==> src/rtl/errtag_uart_rx.sv <==
module errtag_uart_rx #(
  parameter int TICK_DIV = 4
) (
  input  logic        clk,
  input  logic        rst_n,
  input  logic        rxd_i,
  input  logic [3:0]  cfg_nbits_i,
  input  logic [1:0]  cfg_parity_i,
  input  logic        bus_wr_i,
  input  logic        bus_rd_i,
  input  logic [2:0]  bus_addr_i,
  input  logic [4:0]  bus_wdata_i,
  output logic [15:0] bus_rdata_o,
  output logic        irq_o
);
  localparam int PW = (TICK_DIV > 1) ? $clog2(TICK_DIV) : 1;
  localparam logic [4:0] FLG_MASK = 5'b10100;

  typedef enum logic [2:0] {S_IDLE, S_START, S_DATA, S_PAR, S_STOP} st_t;

  logic [1:0]    sync;
  logic [PW-1:0] pre;
  st_t           st;
  logic [3:0]    cnt, bitn;
  logic [8:0]    sh;
  logic          pacc, armed, rx_en;
  logic [15:0]   ent0, ent1;
  logic [1:0]    fill;
  logic [4:0]    flg_q, ien_q;

  wire line = sync[1];
  wire tick = (pre == PW'(TICK_DIV - 1));

  wire wr_cmd = bus_wr_i && bus_addr_i == 3'd0;
  wire wr_set = bus_wr_i && bus_addr_i == 3'd4;
  wire wr_clr = bus_wr_i && bus_addr_i == 3'd5;
  wire wr_ien = bus_wr_i && bus_addr_i == 3'd6;
  wire pop    = bus_rd_i && bus_addr_i == 3'd2 && fill != 2'd0;

  wire        done  = rx_en && tick && st == S_STOP && cnt == 4'd15;
  wire [8:0]  data9 = sh >> (4'd9 - cfg_nbits_i);
  wire        perr  = cfg_parity_i[1] & (pacc ^ cfg_parity_i[0]);
  wire [15:0] word  = {~line, perr, 5'b0, data9};

  wire [1:0] fill_pp = fill - {1'b0, pop};
  wire       acc     = done && fill_pp != 2'd2;
  wire       ovf     = done && fill_pp == 2'd2;

  always_ff @(posedge clk or negedge rst_n) begin
    if (!rst_n) begin
      sync <= 2'b11;
      pre  <= '0;
    end else begin
      sync <= {sync[0], rxd_i};
      pre  <= tick ? '0 : pre + PW'(1);
    end
  end

  always_ff @(posedge clk or negedge rst_n) begin
    if (!rst_n) begin
      rx_en <= 1'b0;
    end else if (wr_cmd) begin
      if (bus_wdata_i[1])      rx_en <= 1'b0;
      else if (bus_wdata_i[0]) rx_en <= 1'b1;
    end
  end

  always_ff @(posedge clk or negedge rst_n) begin
    if (!rst_n) begin
      st <= S_IDLE; cnt <= '0; bitn <= '0; sh <= '0; pacc <= 1'b0; armed <= 1'b0;
    end else if (!rx_en) begin
      st <= S_IDLE; cnt <= '0; armed <= 1'b0;
    end else if (tick) begin
      case (st)
        S_IDLE: begin
          armed <= line;
          cnt   <= '0;
          if (armed && !line) st <= S_START;
        end
        S_START: begin
          if (cnt == 4'd7) begin
            cnt  <= '0;
            bitn <= '0;
            pacc <= 1'b0;
            st   <= line ? S_IDLE : S_DATA;
          end else cnt <= cnt + 4'd1;
        end
        S_DATA: begin
          if (cnt == 4'd15) begin
            cnt  <= '0;
            sh   <= {line, sh[8:1]};
            pacc <= pacc ^ line;
            bitn <= bitn + 4'd1;
            if (bitn == cfg_nbits_i - 4'd1) st <= cfg_parity_i[1] ? S_PAR : S_STOP;
          end else cnt <= cnt + 4'd1;
        end
        S_PAR: begin
          if (cnt == 4'd15) begin
            cnt  <= '0;
            pacc <= pacc ^ line;
            st   <= S_STOP;
          end else cnt <= cnt + 4'd1;
        end
        default: begin
          if (cnt == 4'd15) begin
            cnt   <= '0;
            armed <= 1'b0;
            st    <= S_IDLE;
          end else cnt <= cnt + 4'd1;
        end
      endcase
    end
  end

  always_ff @(posedge clk or negedge rst_n) begin
    if (!rst_n) begin
      ent0 <= '0; ent1 <= '0; fill <= '0;
    end else begin
      if (pop) ent0 <= ent1;
      if (acc) begin
        if (fill_pp == 2'd0) ent0 <= word;
        else                 ent1 <= word;
      end
      fill <= fill_pp + {1'b0, acc};
    end
  end

  wire [4:0] hw_set = {ovf, 1'b0, acc, 2'b00};

  always_ff @(posedge clk or negedge rst_n) begin
    if (!rst_n) begin
      flg_q <= '0; ien_q <= '0;
    end else begin
      flg_q <= ((flg_q & ~(wr_clr ? bus_wdata_i : 5'b0))
               | (wr_set ? bus_wdata_i : 5'b0) | hw_set) & FLG_MASK;
      if (wr_ien) ien_q <= bus_wdata_i & FLG_MASK;
    end
  end

  assign irq_o = |(flg_q & ien_q);

  always_comb begin
    case (bus_addr_i)
      3'd1:    bus_rdata_o = {8'b0, fill != 2'd0, 6'b0, rx_en};
      3'd2:    bus_rdata_o = (fill != 2'd0) ? ent0 : 16'h0;
      3'd3:    bus_rdata_o = {11'b0, flg_q};
      3'd6:    bus_rdata_o = {11'b0, ien_q};
      default: bus_rdata_o = 16'h0;
    endcase
  end
endmodule

==> config.mk <==
export PLATFORM = sky130hd
export DESIGN_NAME = errtag_uart_rx
export DESIGN_NICKNAME = d
export VERILOG_FILES = /design/src/rtl/errtag_uart_rx.sv
export SDC_FILE = /design/constraint.sdc
export NUM_CORES = 1
export LEC_CHECK = 0
export ABC_AREA = 0
export BUFFER_PORTS_ARGS = -buffer_cell sky130_fd_sc_hd__clkbuf_2
export CAP_MARGIN = 20
export CORE_MARGIN = 2
export CORE_UTILIZATION = 56
export DETAILED_ROUTE_END_ITERATION = 6
export PLACE_DENSITY = 0.77
export SLEW_MARGIN = 30
export SYNTH_ARGS = -nofsm -noshare
export SYNTH_HDL_FRONTEND = slang
export SYNTH_SLANG_ARGS = --single-unit
==> constraint.sdc <==
create_clock -name clk -period 4.6 [get_ports clk]
set_input_delay 0.23 -clock clk [delete_from_list [all_inputs] [get_ports clk]]
set_output_delay 0.23 -clock clk [all_outputs]
set_load 0.01 [all_outputs]
==> impl_metrics.csv <==
group,metric,value,unit
logic_synthesis,synthFlopType,"dfrtp_1",
clock_tree,cts_tree,"built",
floorplan,die_area,6520,um^2
sta,max_freq,390,MHz
logic_synthesis,synth_cell_types,53,
global_routing,grt_pass1_vias,2151,
final_layout,final_core_utilization,66.3,%
route,routedWlPerCell,14.0,um
floorplan,std_cell_rows,27,
setup_path,end_kind,"register",
final_layout,area_growth,12.6,%
setup_path,path_buf_inv,1,
setup_path,slowest_delay,0.51,ns
placed_design,dp_hpwl,4040,um
final_layout,finish.instance_area,3720,um^2
power,powerDensity,317,nW/um^2
floorplan,start_util,58.9,%
clock_tree,clockBufferDepth,2,
route,via_per_inst,5.53,
setup_path,startpoint_type,"register",
route,first_iter_violations,133,
global_routing,antenna_found_initial,0,
power,p_leak,0.00187,uW
placed_design,numPortBuffers,34,
sta,fin_crit_sh,55.7,%
sta,slew_headroom,50.4,%
logic_synthesis,synthCells,303,
route,first_pass_iters,5,
status,status,"finished, final reports clean",
route,wl_met1,2850,um
power,power,1180,uW
logic_synthesis,syn-num-nets,329,
global_routing,overflow,0,
clock_tree,clk_pin_slew_worst_paths,0.07,ns
route,routed-wl-met3,240,um
run,maxCapViolCount,0,
logic_synthesis,ys.warnings.count,0,
sta,finalHoldViolCount,0,
sta,clock_skew,0.00829,ns
logic_synthesis,synthesis.area,3300,um^2
setup_path,slowest_stage,"nor3b_4",
logic_synthesis,synth_seq_cells,60,
setup_path,worstPathCellList,"o21bai_4 > nor3b_4 > nand2_4 > inv_1 > ha_1 > nand2b_2 > mux2_4",
floorplan,die_w,80.8,um
route,ant_nets,0,
route,highest_layer,"met4",
floorplan,io_pins,36,
final_layout,layout-drive-gt1-share,25.6,%
clock_tree,clock-sinks,60,
global_routing,grt_max_degree,61,
placed_design,post_dp_cell_area,3500,um^2
clock_tree,cts_buffers,9,
sta,setup_viol,0,
clock_tree,htree_levels,3,
sta,drv_slew,0,
logic_synthesis,avgSynthCellArea,10.9,um^2
logic_synthesis,yosysSeqAreaShare,45.6,%
setup_path,cp.required,4.82,ns
sta,rsz0062_at_grt,"false",
sta,worstMarginPinSlew,0.744,ns
floorplan,core,5610,um^2
logic_synthesis,async_flop_share,100,%
clock_tree,cts-root-buf,"clkbuf_8",
final_layout,fin_nets,365,
worst_hold_path,worstHoldPathType,"primary input to asynchronous set/reset pin",
clock_tree,cts_setup_buffers,0,
sta,period_minus_slack,2.56,ns
clock_tree,post_cts_resized,0,
setup_path,cp_max_fo,21,
logic_synthesis,synth_edf_count,0,
setup_path,critical_path.top_delay_family,"simple AND/OR/NAND/NOR gates",
global_routing,grt_first_pass_wirelength,10100,um
route,wl_met2,2610,um
sta,setup_tns,0,ns
setup_path,path_class,"register to register",
final_layout,antenna_cells,0,
floorplan,die_y,80.8,um
route,vias,2299,
power,vdd_ir_drop_max,0.000187,V
route,route.detailed.drc,0,
placed_design,place.gp.congestion,0.842,
setup_path,cp_data_arrival_time,2.78,ns
clock_tree,clk-insertion-delay-late,0.34,ns
global_routing,track_usage,20.3,%
route,wirelength,5810,um
layout make-up:
class,count,area [um^2]
clock inverter,5,50.0
fill,451,1890
tap,72,90.1
inverter,11,41.3
multi-input combinational,220,1680
clock buffer,11,151
timing repair buffer,37,195
sequential,60,1500
cell usage in the layout, fill, tap and decap left out, types with 4 or more instances in the layout:
master / synthesis / final
xor2_1: 7 / 7
a22o_1: 7 / 7
nand2_1: 31 / 31
nor2b_1: 8 / 8
nor2_1: 16 / 16
inv_1: 11 / 11
mux4_2: 6 / 6
clkinv_2: 0 / 4
clkbuf_8: 0 / 11
a21oi_1: 11 / 11
mux2i_1: 21 / 21
nand2b_1: 6 / 6
mux2_2: 17 / 17
dfrtp_1: 58 / 58
clkbuf_2: 0 / 34
nand3_1: 7 / 7
and2_1: 13 / 13
ha_1: 7 / 7
xnor2_1: 6 / 6
and3_1: 6 / 6
o21ai_0: 18 / 18
synthesized netlist by cell type (2+ instances only):
| cell | instances | share of area, % |
|---|---|---|
| and3b_1 | 2 | 0.53 |
| buf_1 | 2 | 0.23 |
| a22o_1 | 7 | 1.9 |
| mux2_2 | 17 | 5.8 |
| nor2b_1 | 8 | 1.5 |
| a21o_1 | 2 | 0.45 |
| buf_6 | 2 | 0.68 |
| nand3_1 | 7 | 1.1 |
| o21ai_0 | 18 | 2.7 |
| xnor2_1 | 6 | 1.6 |
| and2_1 | 13 | 2.5 |
| dfrtp_1 | 58 | 44 |
| inv_1 | 11 | 1.3 |
| nor2_1 | 16 | 1.8 |
| xor2_1 | 7 | 1.9 |
| clkbuf_1 | 3 | 0.34 |
| nand2_1 | 31 | 3.5 |
| buf_4 | 2 | 0.45 |
| a21oi_1 | 11 | 1.7 |
| nor3_1 | 2 | 0.30 |
| ha_1 | 7 | 2.7 |
| nand2b_1 | 6 | 1.1 |
| dfstp_2 | 2 | 1.6 |
| and3_1 | 6 | 1.1 |
| mux2i_1 | 21 | 6.4 |
| a21boi_0 | 2 | 0.45 |
| buf_2 | 3 | 0.45 |
| mux4_2 | 6 | 4.1 |
layer usage:
layer / global-route usage, % / vias up
li1: - / 1145
met1: 28.3 / 1097
met2: 30.5 / 48
met3: 4.67 / 9
met4: 9.49 / 0
met5: 0 / -
power by group:
part           switching [uW]  internal (uW)
Clock                     205            276
Sequential               22.9            548
Combinational            71.8           56.4
Total                     300            880
flip-flops by register name, indices dropped and copies added (netlist names):
name,flops
ent1,11
ien_q,2
sync,2
rx_en,1
pre,2
armed,1
sh,9
fill,2
cnt,4
pacc,1
flg_q,2
ent0,16
bitn,4
st,3
worst paths after layout:
check                                        to  slack (ns)         startpoint  cells after the start
setup reg to reg            ent1[3]$_DFFE_PN0P_        2.04  fill[1]$_DFF_PN0_                      7
max in group asynchronous      pre[0]$_DFF_PN0_        4.07              rst_n                      2
hold reg to reg               sync[1]$_DFF_PN1_        0.36  sync[0]$_DFF_PN1_                      0
min in group clk              rx_en$_DFFE_PN0P_        0.05     bus_wdata_i[1]                      2
hold / removal             ien_q[2]$_DFFE_PN0P_        0.03              rst_n                      2
setup / recovery            ent1[3]$_DFFE_PN0P_        2.04  fill[1]$_DFF_PN0_                      7
worst reg2reg max path: stages, from the launching register on:
cell and delay (ns):
dfrtp_1 0.41, o21bai_4 0.08, nor3b_4 0.51, nand2_4 0.27
inv_1 0.12, ha_1 0.28, nand2b_2 0.38, mux2_4 0.39
logic make-up (layout without fill, tap and decap cells):
family                     after synthesis  in the layout  synth area share (%)
buffers and inverters                   23             64                  3.41
DFF                                     60             60                  45.6
and+or+nand+nor                        105            105                  18.1
xor gates and xnor gates                13             13                  3.45
muxes                                   46             46                  17.1
AOI/OAI and AO/OA                       49             49                  9.74
adders and majority gates                7              7                  2.65
per-stage QoR:
step / hold slack [ns] / setup slack [ns] / std cells
final: 0.0343 / 2.04 / 416
after detailed placement: 0.319 / 1.91 / 399
after floorplan: -0.0656 / 2.34 / 303
after global routing: 0.0594 / 1.80 / 416
after CTS: 0.0413 / 1.99 / 416
after global placement: 0.317 / 1.97 / 399
timing repair:
| action | 4_1_cts | 5_1_grt |
|---|---|---|
| hold buffers | 1 | 0 |
| endpoints found under the setup margin | 0 | 0 |
| endpoints found under the hold margin | 1 | 0 |
Power figures use the tool's default switching activity.
